### config.mk
export PLATFORM = sky130hd
export DESIGN_NAME = uart_rx_char_match
export DESIGN_NICKNAME = d
export VERILOG_FILES = /design/src/rtl/uart_rx_char_match.sv
export SDC_FILE = /design/constraint.sdc
export NUM_CORES = 1
export LEC_CHECK = 0
export BUFFER_PORTS_ARGS = -buffer_cell sky130_fd_sc_hd__buf_2
export CAP_MARGIN = 20
export CORE_MARGIN = 4
export CORE_UTILIZATION = 38
export CTS_CLUSTER_DIAMETER = 100
export DETAILED_ROUTE_END_ITERATION = 6
export GPL_ROUTABILITY_DRIVEN = 0
export HOLD_SLACK_MARGIN = 0.02
export SYNTH_ARGS = -nofsm -noshare
export SYNTH_HDL_FRONTEND = slang
export SYNTH_SLANG_ARGS = --single-unit
### constraint.sdc
create_clock -name clk -period 1.3 [get_ports clk]
set_input_delay 0.195 -clock clk [delete_from_list [all_inputs] [get_ports clk]]
set_output_delay 0.195 -clock clk [all_outputs]
set_load 0.005 [all_outputs]
### src/rtl/uart_rx_char_match.sv
module uart_rx_char_match #(
  parameter int DW = 8
) (
  input  logic          clk,
  input  logic          rst_n,
  input  logic          rx_valid,
  input  logic [DW-1:0] rx_data,
  input  logic          rx_err,
  input  logic          spec_en,
  input  logic [1:0]    flow_mode,
  input  logic          ie_spec,
  input  logic          ie_xoff,
  input  logic          reg_we,
  input  logic [1:0]    reg_addr,
  input  logic [DW-1:0] reg_wdata,
  input  logic          isr_rd,
  output logic          fifo_wr,
  output logic [DW-1:0] fifo_wdata,
  output logic          spec_flag,
  output logic          xoff_flag,
  output logic          xoff_state,
  output logic          irq_spec,
  output logic          irq_xoff
);
  localparam int NCHR = 4;
  localparam logic [1:0] A_XON1 = 2'd0, A_XON2 = 2'd1, A_XOFF1 = 2'd2, A_XOFF2 = 2'd3;

  logic [DW-1:0] chr_q [NCHR];

  always_ff @(posedge clk or negedge rst_n)
    if (!rst_n) begin
      for (int i = 0; i < NCHR; i++) chr_q[i] <= '0;
    end else if (reg_we) begin
      chr_q[reg_addr] <= reg_wdata;
    end

  logic good, pair_a, pair_b, hit_xoff, hit_xon, hit_spec, swallow;

  assign good     = rx_valid && !rx_err;
  assign pair_a   = flow_mode == 2'b10;
  assign pair_b   = flow_mode == 2'b01;
  assign hit_xoff = good && ((pair_a && rx_data == chr_q[A_XOFF1]) ||
                             (pair_b && rx_data == chr_q[A_XOFF2]));
  assign hit_xon  = good && !hit_xoff &&
                    ((pair_a && rx_data == chr_q[A_XON1]) ||
                     (pair_b && rx_data == chr_q[A_XON2]));
  assign hit_spec = good && spec_en && rx_data == chr_q[A_XOFF2];
  assign swallow  = hit_xoff || hit_xon;

  always_ff @(posedge clk or negedge rst_n)
    if (!rst_n) begin
      fifo_wr    <= 1'b0;
      fifo_wdata <= '0;
      spec_flag  <= 1'b0;
      xoff_flag  <= 1'b0;
      xoff_state <= 1'b0;
    end else begin
      fifo_wr <= rx_valid && !swallow;
      if (rx_valid) fifo_wdata <= rx_data;
      spec_flag <= hit_spec || (spec_flag && !isr_rd);
      xoff_flag <= hit_xoff || (xoff_flag && !isr_rd);
      if (hit_xoff)     xoff_state <= 1'b1;
      else if (hit_xon) xoff_state <= 1'b0;
    end

  assign irq_spec = spec_flag && ie_spec;
  assign irq_xoff = xoff_flag && ie_xoff;

  assert_idle_no_write_R3: assert property (@(posedge clk) disable iff (!rst_n)
    !rx_valid |=> !fifo_wr);
  assert_err_stored_R9: assert property (@(posedge clk) disable iff (!rst_n)
    (rx_valid && rx_err) |=> (fifo_wr && fifo_wdata == $past(rx_data)));
  assert_spec_off_R4: assert property (@(posedge clk) disable iff (!rst_n)
    (!spec_en && !spec_flag) |=> !spec_flag);
  assert_read_clears_R11: assert property (@(posedge clk) disable iff (!rst_n)
    (isr_rd && !rx_valid) |=> (!spec_flag && !xoff_flag));
  assert_pair_b_swallow_R7: assert property (@(posedge clk) disable iff (!rst_n)
    (rx_valid && !rx_err && flow_mode == 2'b01 && rx_data == chr_q[A_XOFF2])
      |=> (!fifo_wr && xoff_state && xoff_flag));
  assert_state_hold_R6: assert property (@(posedge clk) disable iff (!rst_n)
    !rx_valid |=> $stable(xoff_state));
endmodule

==> results of run 1 <==
## cells in the mapped netlist (all sizes together) (2+ instances only)
| library cell | instances |
|---|---|
| and2 | 2 |
| buf | 8 |
| dfrtp | 44 |
| inv | 2 |
| mux2 | 40 |
| nand2 | 4 |
| nand3 | 5 |
| nand3b | 2 |
| nand4 | 4 |
| nor2b | 2 |
| nor3 | 3 |
| nor4 | 3 |
| o21ai | 4 |
| xnor2 | 31 |
## power by group through the flow
| stage | sequential, mW | combinational, mW | clock [mW] |
|---|---|---|---|
| final | 1.73 | 0.757 | 0.801 |
| after global routing | 1.76 | 0.837 | 0.907 |
| after CTS | 1.73 | 0.772 | 0.846 |
| after detailed placement | 1.76 | 0.747 | 0 |
| after global placement | 1.74 | 0.739 | 0 |
| after floorplan | 1.74 | 0.520 | 0 |
## state kept, by name, summed over array words and instances, names as in the netlist
name        cells
chr_q          32
fifo_wdata      8
fifo_wr         1
spec_flag       1
xoff_state      1
xoff_flag       1
## worst min path at each step
stage,endpoint,slack [ns]
after floorplan,chr_q[0]$_DFFE_PN0P_,-0.10
after global placement,fifo_wdata[2]$_DFFE_PN0P_,0.19
after detailed placement,fifo_wdata[2]$_DFFE_PN0P_,0.19
after CTS,xoff_flag$_DFF_PN0_,0.09
after global routing,spec_flag$_DFF_PN0_,0.09
final,xoff_flag$_DFF_PN0_,0.09
## what timing repair did
action,4_1_cts,5_1_grt
hold endpoints to repair,44,0
pin swaps,5,4
resized for setup,5,1
hold buffers,1,0
gates cloned,0,0
setup endpoints to repair,3,4
## cells in the final DEF (no fill, tap or decap), types with 2 or more instances in the layout
cell type  Yosys  routed
xnor2_1       27      26
mux2_2        40      40
nand3b_1       2       2
clkbuf_8       0       5
nand4_1        4       4
buf_12         0       3
buf_4          0       5
dfrtp_1       44      44
o21ai_1        2       3
xnor2_2        4       5
buf_2          1      42
nor2b_1        2       2
and2_1         2       2
nor3_2         0       2
nand3_1        5       4
nand2_1        4       4
inv_1          2       2
## critical path, stage by stage (launching register included)
cell,delay [ns]
dfrtp_1,0.39
xnor2_1,0.15
nand4_1,0.19
nor4_2,0.34
nor4_1,0.08
o21a_1,0.17
## cell families after synthesis
family	count (synthesis)	share of synthesized area
simple gates	27	0.0813
mux	40	0.207
xor+xnor	32	0.143
flops	44	0.507
compound gates	6	0.0173
buf+inv	11	0.0438
## through the flow
stage	setup slack, ns	area, µm²
final	-0.127	2600
after global routing	-0.246	2600
after CTS	-0.0760	2590
after detailed placement	-0.115	2480
after global placement	-0.105	2480
after floorplan	0.0429	2170
## routing by layer
| metal | global-route usage | share of wire |
|---|---|---|
| met1 | 0.183 | 0.48 |
| met4 | 0.0395 | 0.013 |
| met2 | 0.208 | 0.45 |
| met5 | 0 | 0 |
| met3 | 0.0424 | 0.057 |
## cell type report
| class | count | area [µm²] | area share |
|---|---|---|---|
| Clock inverter | 1 | 5.00 | 0.00192 |
| Multi-Input combinational cell | 105 | 1010 | 0.387 |
| Timing Repair Buffer | 51 | 318 | 0.122 |
| Tap cell | 72 | 90.1 | 0.0346 |
| Sequential cell | 44 | 1100 | 0.423 |
| Clock buffer | 6 | 72.6 | 0.0279 |
| Inverter | 2 | 7.51 | 0.00289 |
==> results by group, run 1 <==
Outcome
  – Status: complete, but fails checks
  – Failing checks: setup timing

Synth
  – Mapped cell area: 2170 µm²
  – Synth area leaders: dfrtp_1 51%, mux2_2 21%, xnor2_1 11%
  – Asr flop ratio synth: 1.00
  – Number of distinct library cells after synthesis: 24
  – #FFs+latches synth: 44
  – Post-synth EDFFs: 0
  – Synth warn: 0
  – Mapped Cells: 160
  – Synth Flop Type: dfrtp_1
  – Mean Syn Cell Area: 13.6 µm²
  – Top-area cell type share of the netlist area: 0.507
  – Area leader, netlist: dfrtp_1
  – Syn nets: 189
  – Post-synthesis sequential area ratio: 0.507

Layout
  – Final Core Density: 0.469
  – Synth-to-Final Area Change: 19.8%
  – Layout Cells excl Fill: 281
  – Antenna diode count: 0
  – Layout Nets: 238
  – Fillers: 535
  – Layout cell share with drive strength beyond 1: 0.512

Floorplan
  – FP Rows: 27
  – Core area: 5540 µm²
  – I/O Pins: 43
  – Die Y: 83.6 µm
  – Die area: 6990 µm²
  – Chip width: 83.6 µm
  – Starting Density: 0.392

Routing
  – Detailed-route wire length: 4.34 mm
  – Vias: 1331
  – Post-route DRC: 0
  – Antenna Violating Nets Remaining: 0
  – DR iter-0 viols: 29
  – Routed len/inst: 15.4 µm
  – 1st-pass router iterations: 4
  – Post-DR vias/cell: 4.74

Min path
  – Hold path cells: 2
  – Hold_sp: isr_rd
  – Worst hold path type: input port to flip-flop

STA
  – Relative slew margins: 0.818
  – Fin crit period: 1.43 ns
  – Final Skew: 0.00181 ns
  – Final slew viol count: 0
  – Unrepaired setup endpoints after global routing: true
  – Final worst-path cycle share: 1.10
  – Final setup TNS: -0.296 ns
  – Final setup fails: 3
  – Fmax: 0.701 GHz
  – Hold Fails Final Rpt: 0
  – Final worst slack: -0.127 ns
  – Worst-Margin Slew: 0.271 ns
  – Hold_ws: 0.0949 ns

Clock tree
  – H-tree depth: 2
  – CTS sink cnt: 44
  – Latest clock arrival within the worst-skew pair: 0.29 ns
  – Postcts setup bufs: 0
  – CTS Buffer Depth: 2
  – TritonCTS clock tree: done
  – Clock transition at path regs: 0.08 ns
  – Clock Root Buffer: clkbuf_8
  – Num CTS Buffers: 5

Power
  – Sw frac: 0.269
  – Sequential group share of total power: 0.526
  – Int Pwr: 2.40 mW
  – Clock network fraction of design power: 0.244
  – PD cells: 1260 nW/µm²
  – Peak VDD IR: 616 µV
  – Sw power: 0.884 mW
  – Leakage: 1.12 nW
  – Gate power share: 0.231
  – Design Power: 3.28 mW

Critical path
  – Critical path endpoint category: flip-flop
  – WP data required: 1.49 ns
  – Critical path arrival: 1.61 ns
  – CP Capture Point: fifo_wr$_DFF_PN0_
  – Critical path startpoint category: flip-flop
  – Crit Path Class: flip-flop to flip-flop
  – Worst-path maximum fanout: 2
  – Reg-to-Reg End: fifo_wr$_DFF_PN0_
  – Reg2reg start: chr_q[5]$_DFFE_PN0P_
  – FF-to-FF setup slack: -0.13 ns
  – R2R depth: 5
  – Crit path launch: chr_q[5]$_DFFE_PN0P_

Place
  – DP HPWL: 3.24 mm
  – Port buffer count: 42
  – Dpl cells: 273

GRT
  – Pin count of the biggest net entering global routing: 45
  – GRT Resource Usage Total: 0.135
  – Total gr overflow: 0
  – Initial antenna violation count: 0
  – Vias in the first global route: 1424
  – First-pass GRT wire length: 7.44 mm

Job
  – Max-cap check violation count: 0
Note: power is estimated with default switching activity, not from simulation.
==> inputs of run 2 (changes only) <==
Settings changed: CTS_BUF_LIST from default to sky130_fd_sc_hd__clkbuf_2.
Clock period 1.3 ns to 1.2 ns, I/O delays scaled along.
==> results by group, run 2 (synthesized netlist as in run 1, its figures left out) <==
Outcome
  – Status: complete, but fails checks (unchanged)
  – Failing checks: setup timing (unchanged)

Critical path
  – Crit Path Class: flip-flop to flip-flop (unchanged)
  – WP data required: 1.56 ns (was 1.49 ns)
  – Critical path startpoint category: flip-flop (unchanged)
  – Crit path cell chain: xnor2_2, nand2_1, nor4_2, o21ai_1, a21bo_1 (was xnor2_1, nand4_1, nor4_2, nor4_1, o21a_1)
  – FF-to-FF setup slack: -0.14 ns (was -0.13 ns)
  – Critical path arrival: 1.71 ns (was 1.61 ns)
  – Max incr delay on CP: 0.46 ns (was 0.39 ns)
  – Critical path's slowest cell: dfrtp_1 (unchanged)
  – Worst-path maximum fanout: 2 (unchanged)
  – Critical path endpoint category: flip-flop (unchanged)
  – WP buf/inv: 0 (unchanged)
  – CP top delay family: flip-flops (was simple AND/OR/NAND/NOR gates)

Routing
  – 1st-pass router iterations: 3 (was 4)
  – Vias: 1404 (was 1331)
  – Post-route DRC: 0 (unchanged)
  – Post-DR vias/cell: 4.73 (was 4.74)
  – DR iter-0 viols: 46 (was 29)
  – Detailed-route wire length: 4.39 mm (was 4.34 mm)
  – Routed len/inst: 14.8 µm (was 15.4 µm)
  – Antenna Violating Nets Remaining: 0 (unchanged)

Floorplan
  – Starting Density: 0.392 (unchanged)
  – Chip width: 83.6 µm (unchanged)
  – FP Rows: 27 (unchanged)
  – I/O Pins: 43 (unchanged)
  – Die area: 6990 µm² (unchanged)
  – Die Y: 83.6 µm (unchanged)
  – Core area: 5540 µm² (unchanged)

Layout
  – Max reg flops: 32 (unchanged)
  – Post-Layout Inst Area: 2740 µm² (was 2600 µm²)
  – Layout Nets: 254 (was 238)
  – Register area: 1100 µm² (unchanged)
  – Multi-input gate area: 1010 µm² (about the same)
  – Antenna diode count: 0 (unchanged)
  – Commonest non-fill, non-tap cells in the layout: 44 x dfrtp_1, 40 x mux2_2, 39 x buf_2, 26 x xnor2_1, 10 x buf_4 (was 44 x dfrtp_1, 42 x buf_2, 40 x mux2_2, 26 x xnor2_1)
  – Fillers: 507 (was 535)
  – Largest regs: chr_q: 32 flops, fifo_wdata: 8 flops (unchanged)
  – Largest Register: chr_q (unchanged)
  – Layout cell share with drive strength beyond 1: 0.524 (was 0.512)
  – Most common cell after layout, fill and taps aside: dfrtp_1 (unchanged)
  – Synth-to-Final Area Change: 26.4% (was 19.8%)

STA
  – Fmax: 0.745 GHz (was 0.701 GHz)
  – Final setup fails: 8 (was 3)
  – Final worst slack: -0.142 ns (was -0.127 ns)
  – Final worst-path cycle share: 1.12 (was 1.10)
  – Worst-Margin Slew: 0.260 ns (was 0.271 ns)
  – Final slew viol count: 0 (unchanged)
  – Hold_ws: 0.0436 ns (was 0.0949 ns)
  – Hold Fails Final Rpt: 0 (unchanged)
  – Final Skew: 0.0126 ns (was 0.00181 ns)
  – Relative slew margins: 0.825 (was 0.818)
  – Fin crit period: 1.34 ns (was 1.43 ns)
  – Unrepaired setup endpoints after global routing: true (unchanged)
  – Final setup TNS: -0.521 ns (was -0.296 ns)

Power
  – Leakage: 1.19 nW (was 1.12 nW)
  – Design Power: 3.32 mW (was 3.28 mW)
  – PD cells: 1210 nW/µm² (was 1260 nW/µm²)
  – Peak VDD IR: 849 µV (was 616 µV)

Clock tree
  – TritonCTS clock tree: done (unchanged)
  – Clock Root Buffer: clkbuf_2 (was clkbuf_8)
  – H-tree depth: 2 (unchanged)
  – Num CTS Buffers: 5 (unchanged)
  – CTS sink cnt: 44 (unchanged)
  – Clock transition at path regs: 0.21 ns (was 0.08 ns)
  – Latest clock arrival within the worst-skew pair: 0.40 ns (was 0.29 ns)
  – CTS Buffer Depth: 2 (unchanged)

GRT
  – GRT Resource Usage Total: 0.130 (was 0.135)
  – Pin count of the biggest net entering global routing: 45 (unchanged)
  – Initial antenna violation count: 0 (unchanged)
  – Total gr overflow: 0 (unchanged)
  – First-pass GRT wire length: 7.25 mm (was 7.44 mm)
  – Vias in the first global route: 1457 (was 1424)

Place
  – Area of placed instances: 2510 µm² (was 2480 µm²)
  – DP HPWL: 3.26 mm (was 3.24 mm)
  – Port buffer count: 42 (unchanged)
  – Pre-CTS WS: -0.155 ns (was -0.115 ns)

Job
  – Max-cap check violation count: 0 (unchanged)

Min path
  – Worst hold path type: input port to flip-flop (unchanged)
-- run 2: cell types whose count changed in the layout (fill, tap and decap cells not counted) --
cell	before	now
dlygate4sd3_1	1	9
clkbuf_1	1	0
clkbuf_2	0	6
buf_2	42	39
and2_4	0	1
buf_6	0	5
nor3_2	2	3
buf_12	3	4
nor3_1	1	0
clkbuf_8	5	0
and2_1	2	1
buf_4	5	10
-- run 2: layer usage --
metal / wire length, µm / up-vias / global-route usage
met5: 0 / - / 0
met4: 105 / 0 / 0.0556
met3: 165 / 10 / 0.0237
met2: 2060 / 32 / 0.207
met1: 2060 / 681 / 0.174
li1: - / 681 / -
-- run 2: cell type report --
cell class,count,area share
multi-input combinational,105,0.369
clock buffer,6,0.0109
timing repair buffer,67,0.181
inverter,2,0.00274
clock inverter,1,0.00182
tap,72,0.0328
sequential,44,0.401
-- run 2: power by group --
part	internal (mW)	switching (mW)	total (mW)	leakage, nW
Clock	0.139	0.455	0.594	0.0288
Sequential	1.72	0.155	1.87	0.526
Combinational	0.516	0.341	0.857	0.638
Total	2.37	0.951	3.32	1.19
-- run 2: what timing repair did --
item | CTS | global route
buffers inserted | 3 | 3
resized for setup | 4 | 9
setup endpoints to repair | 6 | 11
hold buffers | 7 | 2
gates cloned | 0 | 0
pin swaps | 6 | 4
hold endpoints to repair | 51 | 4
-- run 2: final timing paths --
kind	to	cells past startpoint	from
worst max register to register	xoff_state$_DFFE_PN0P_	5	chr_q[7]$_DFFE_PN0P_
max in group asynchronous	chr_q[2]$_DFFE_PN0P_	3	rst_n
worst min register to register	fifo_wdata[4]$_DFFE_PN0P_	1	fifo_wdata[4]$_DFFE_PN0P_
worst max-delay path	xoff_state$_DFFE_PN0P_	5	chr_q[7]$_DFFE_PN0P_
min in group asynchronous	fifo_wdata[1]$_DFFE_PN0P_	3	rst_n
worst min-delay path	chr_q[19]$_DFFE_PN0P_	2	reg_wdata[3]
-- run 2: stage by stage --
stage	util	cells
floorplan	-	160
global placement	0.453	275
detailed placement	0.453	275
CTS	0.480	292
global route	0.495	297
finish	0.495	297
==> inputs of run 3 (changes only) <==
Settings changed: CORE_UTILIZATION 38 to 41.
==> results by group, run 3 (synthesized netlist as in run 1, its figures left out) <==
Outcome
  – Status: complete, but fails checks (unchanged)
  – Failing checks: setup timing (unchanged)

Routing
  – Vias: 1404 (unchanged)
  – DR iter-0 viols: 37 (was 46)
  – Detailed-route wire length: 4.53 mm (was 4.39 mm)
  – Antenna Violating Nets Remaining: 0 (unchanged)
  – 1st-pass router iterations: 4 (was 3)
  – Post-DR vias/cell: 4.76 (was 4.73)
  – Routed len/inst: 15.3 µm (was 14.8 µm)
  – Post-route DRC: 0 (unchanged)

Job
  – Max-cap check violation count: 0 (unchanged)

GRT
  – Pin count of the biggest net entering global routing: 45 (unchanged)
  – Vias in the first global route: 1533 (was 1457)
  – Initial antenna violation count: 0 (unchanged)
  – First-pass GRT wire length: 7.69 mm (was 7.25 mm)
  – Total gr overflow: 0 (unchanged)
  – GRT Resource Usage Total: 0.159 (was 0.130)

Min path
  – End of the worst hold path: fifo_wdata[0]$_DFFE_PN0P_ (was chr_q[19]$_DFFE_PN0P_)
  – Hold_sp: rx_data[0] (was reg_wdata[3])
  – Hold path cells: 2 (unchanged)
  – Worst hold path type: input port to flip-flop (unchanged)

Critical path
  – WP data required: 1.59 ns (was 1.56 ns)
  – Crit path cell chain: xnor2_1, nand2_1, nor4_2, o21ai_1, a21bo_1 (was xnor2_2, nand2_1, nor4_2, o21ai_1, a21bo_1)
  – Critical path's slowest cell: dfrtp_1 (unchanged)
  – Reg-to-Reg End: xoff_state$_DFFE_PN0P_ (unchanged)
  – Max incr delay on CP: 0.43 ns (was 0.46 ns)
  – Crit Path Class: flip-flop to flip-flop (unchanged)
  – Worst-path maximum fanout: 2 (unchanged)
  – CP top delay family: flip-flops (unchanged)
  – Critical path endpoint category: flip-flop (unchanged)
  – FF-to-FF setup slack: -0.18 ns (was -0.14 ns)
  – WP buf/inv: 0 (unchanged)
  – R2R depth: 5 (unchanged)
  – Critical path startpoint category: flip-flop (unchanged)
  – Critical path arrival: 1.76 ns (was 1.71 ns)
  – Reg2reg start: chr_q[4]$_DFFE_PN0P_ (was chr_q[7]$_DFFE_PN0P_)

Floorplan
  – Core area: 5110 µm² (was 5540 µm²)
  – I/O Pins: 43 (unchanged)
  – Starting Density: 0.425 (was 0.392)
  – Die area: 6520 µm² (was 6990 µm²)
  – FP Rows: 26 (was 27)
  – Chip width: 80.8 µm (was 83.6 µm)
  – Die Y: 80.8 µm (was 83.6 µm)

Place
  – Port buffer count: 42 (unchanged)
  – DP HPWL: 3.32 mm (was 3.26 mm)
  – Area of placed instances: 2460 µm² (was 2510 µm²)

Power
  – Leakage: 1.17 nW (was 1.19 nW)
  – Peak VDD IR: 718 µV (was 849 µV)
  – PD cells: 1320 nW/µm² (was 1210 nW/µm²)

Clock tree
  – CTS Buffer Depth: 2 (unchanged)
  – TritonCTS clock tree: done (unchanged)
  – CTS sink cnt: 44 (unchanged)
  – Clock Root Buffer: clkbuf_2 (unchanged)
  – Latest clock arrival within the worst-skew pair: 0.42 ns (was 0.40 ns)
  – H-tree depth: 2 (unchanged)
  – Num CTS Buffers: 5 (unchanged)
  – Clock transition at path regs: 0.23 ns (was 0.21 ns)

Layout
  – Layout cell share with drive strength beyond 1: 0.493 (was 0.524)
  – Commonest non-fill, non-tap cells in the layout: 44 x dfrtp_1, 41 x buf_2, 40 x mux2_2, 26 x xnor2_1, 13 x dlygate4sd3_1 (was 44 x dfrtp_1, 40 x mux2_2, 39 x buf_2, 26 x xnor2_1, 10 x buf_4)
  – Most common cell after layout, fill and taps aside: dfrtp_1 (unchanged)
  – Layout Nets: 253 (was 254)
  – Max reg flops: 32 (unchanged)
  – Synth-to-Final Area Change: 25.0% (was 26.4%)
  – Post-Layout Inst Area: 2710 µm² (was 2740 µm²)
  – Largest regs: chr_q: 32 flops, fifo_wdata: 8 flops (unchanged)
  – Antenna diode count: 0 (unchanged)
  – Largest Register: chr_q (unchanged)

STA
  – Final slew viol count: 0 (unchanged)
  – Fin crit period: 1.38 ns (was 1.34 ns)
  – Hold_ws: 0.0839 ns (was 0.0436 ns)
  – Fmax: 0.726 GHz (was 0.745 GHz)
  – Final worst slack: -0.177 ns (was -0.142 ns)
  – Final Skew: 0.0136 ns (was 0.0126 ns)
  – Worst-Margin Slew: 0.261 ns (was 0.260 ns)
  – Final setup fails: 7 (was 8)
  – Hold Fails Final Rpt: 0 (unchanged)
  – Final setup TNS: -0.699 ns (was -0.521 ns)
  – Final worst-path cycle share: 1.15 (was 1.12)
  – Unrepaired setup endpoints after global routing: true (unchanged)
  – Relative slew margins: 0.825 (about the same)
[run 3: cell count changes in the layout (fill, tap and decap cells not counted), moves of 2 or more]
cell and delta:
dlygate4sd3_1 +4, buf_4 -2, buf_6 -3, buf_12 -2, buf_2 +2
[run 3: metal layers]
| layer | share of wire | vias to the layer above | wire (µm) | GRT usage |
|---|---|---|---|---|
| met3 | 0.052 | 6 | 235 | 0.0388 |
| met2 | 0.48 | 33 | 2180 | 0.263 |
| li1 | - | 678 | - | - |
| met1 | 0.45 | 687 | 2040 | 0.205 |
| met5 | 0 | - | 0 | 0 |
| met4 | 0.015 | 0 | 69 | 0.0507 |
[run 3: power breakdown]
group / switching [mW] / total (mW) / internal (mW)
Sequential: 0.154 / 1.87 / 1.72
Combinational: 0.332 / 0.853 / 0.521
Clock: 0.496 / 0.844 / 0.347
Total: 0.983 / 3.57 / 2.59
[run 3: worst max-delay path by stage]
| stage | startpoint | endpoint | slack (ns) | cells after the start |
|---|---|---|---|---|
| final | chr_q[4]$_DFFE_PN0P_ | xoff_state$_DFFE_PN0P_ | -0.18 | 5 |
| after global routing | chr_q[6]$_DFFE_PN0P_ | xoff_state$_DFFE_PN0P_ | -0.28 | 5 |
| after CTS | chr_q[6]$_DFFE_PN0P_ | xoff_state$_DFFE_PN0P_ | -0.16 | 5 |
| after detailed placement | chr_q[16]$_DFFE_PN0P_ | xoff_state$_DFFE_PN0P_ | -0.16 | 5 |
| after global placement | chr_q[16]$_DFFE_PN0P_ | xoff_state$_DFFE_PN0P_ | -0.13 | 5 |
| after floorplan | chr_q[23]$_DFFE_PN0P_ | xoff_state$_DFFE_PN0P_ | -0.05 | 5 |
[run 3: through the flow]
step	cells	util	setup slack (ns)	power, mW
after floorplan	160	-	-0.0532	2.44
final	295	0.531	-0.177	3.57
after CTS	292	0.524	-0.162	3.59
after global routing	295	0.531	-0.278	3.78
after detailed placement	270	0.481	-0.156	2.70
after global placement	270	0.481	-0.130	2.67
[run 3: layout make-up]
class / count / area, µm²
Timing Repair Buffer: 66 / 458
Tap cell: 70 / 87.6
Clock buffer: 5 / 25.0
Fill cell: 500 / 2390
Inverter: 2 / 7.51
Multi-Input combinational cell: 105 / 992
Clock inverter: 3 / 42.5
Sequential cell: 44 / 1100
[run 3: repair_timing]
| item | in CTS | in global routing |
|---|---|---|
| hold buffers | 12 | 1 |
| hold endpoints to repair | 69 | 4 |
| setup buffers | 2 | 2 |
| endpoints found under the setup margin | 6 | 16 |
| pin swaps | 3 | 1 |
| gates resized for setup | 3 | 2 |
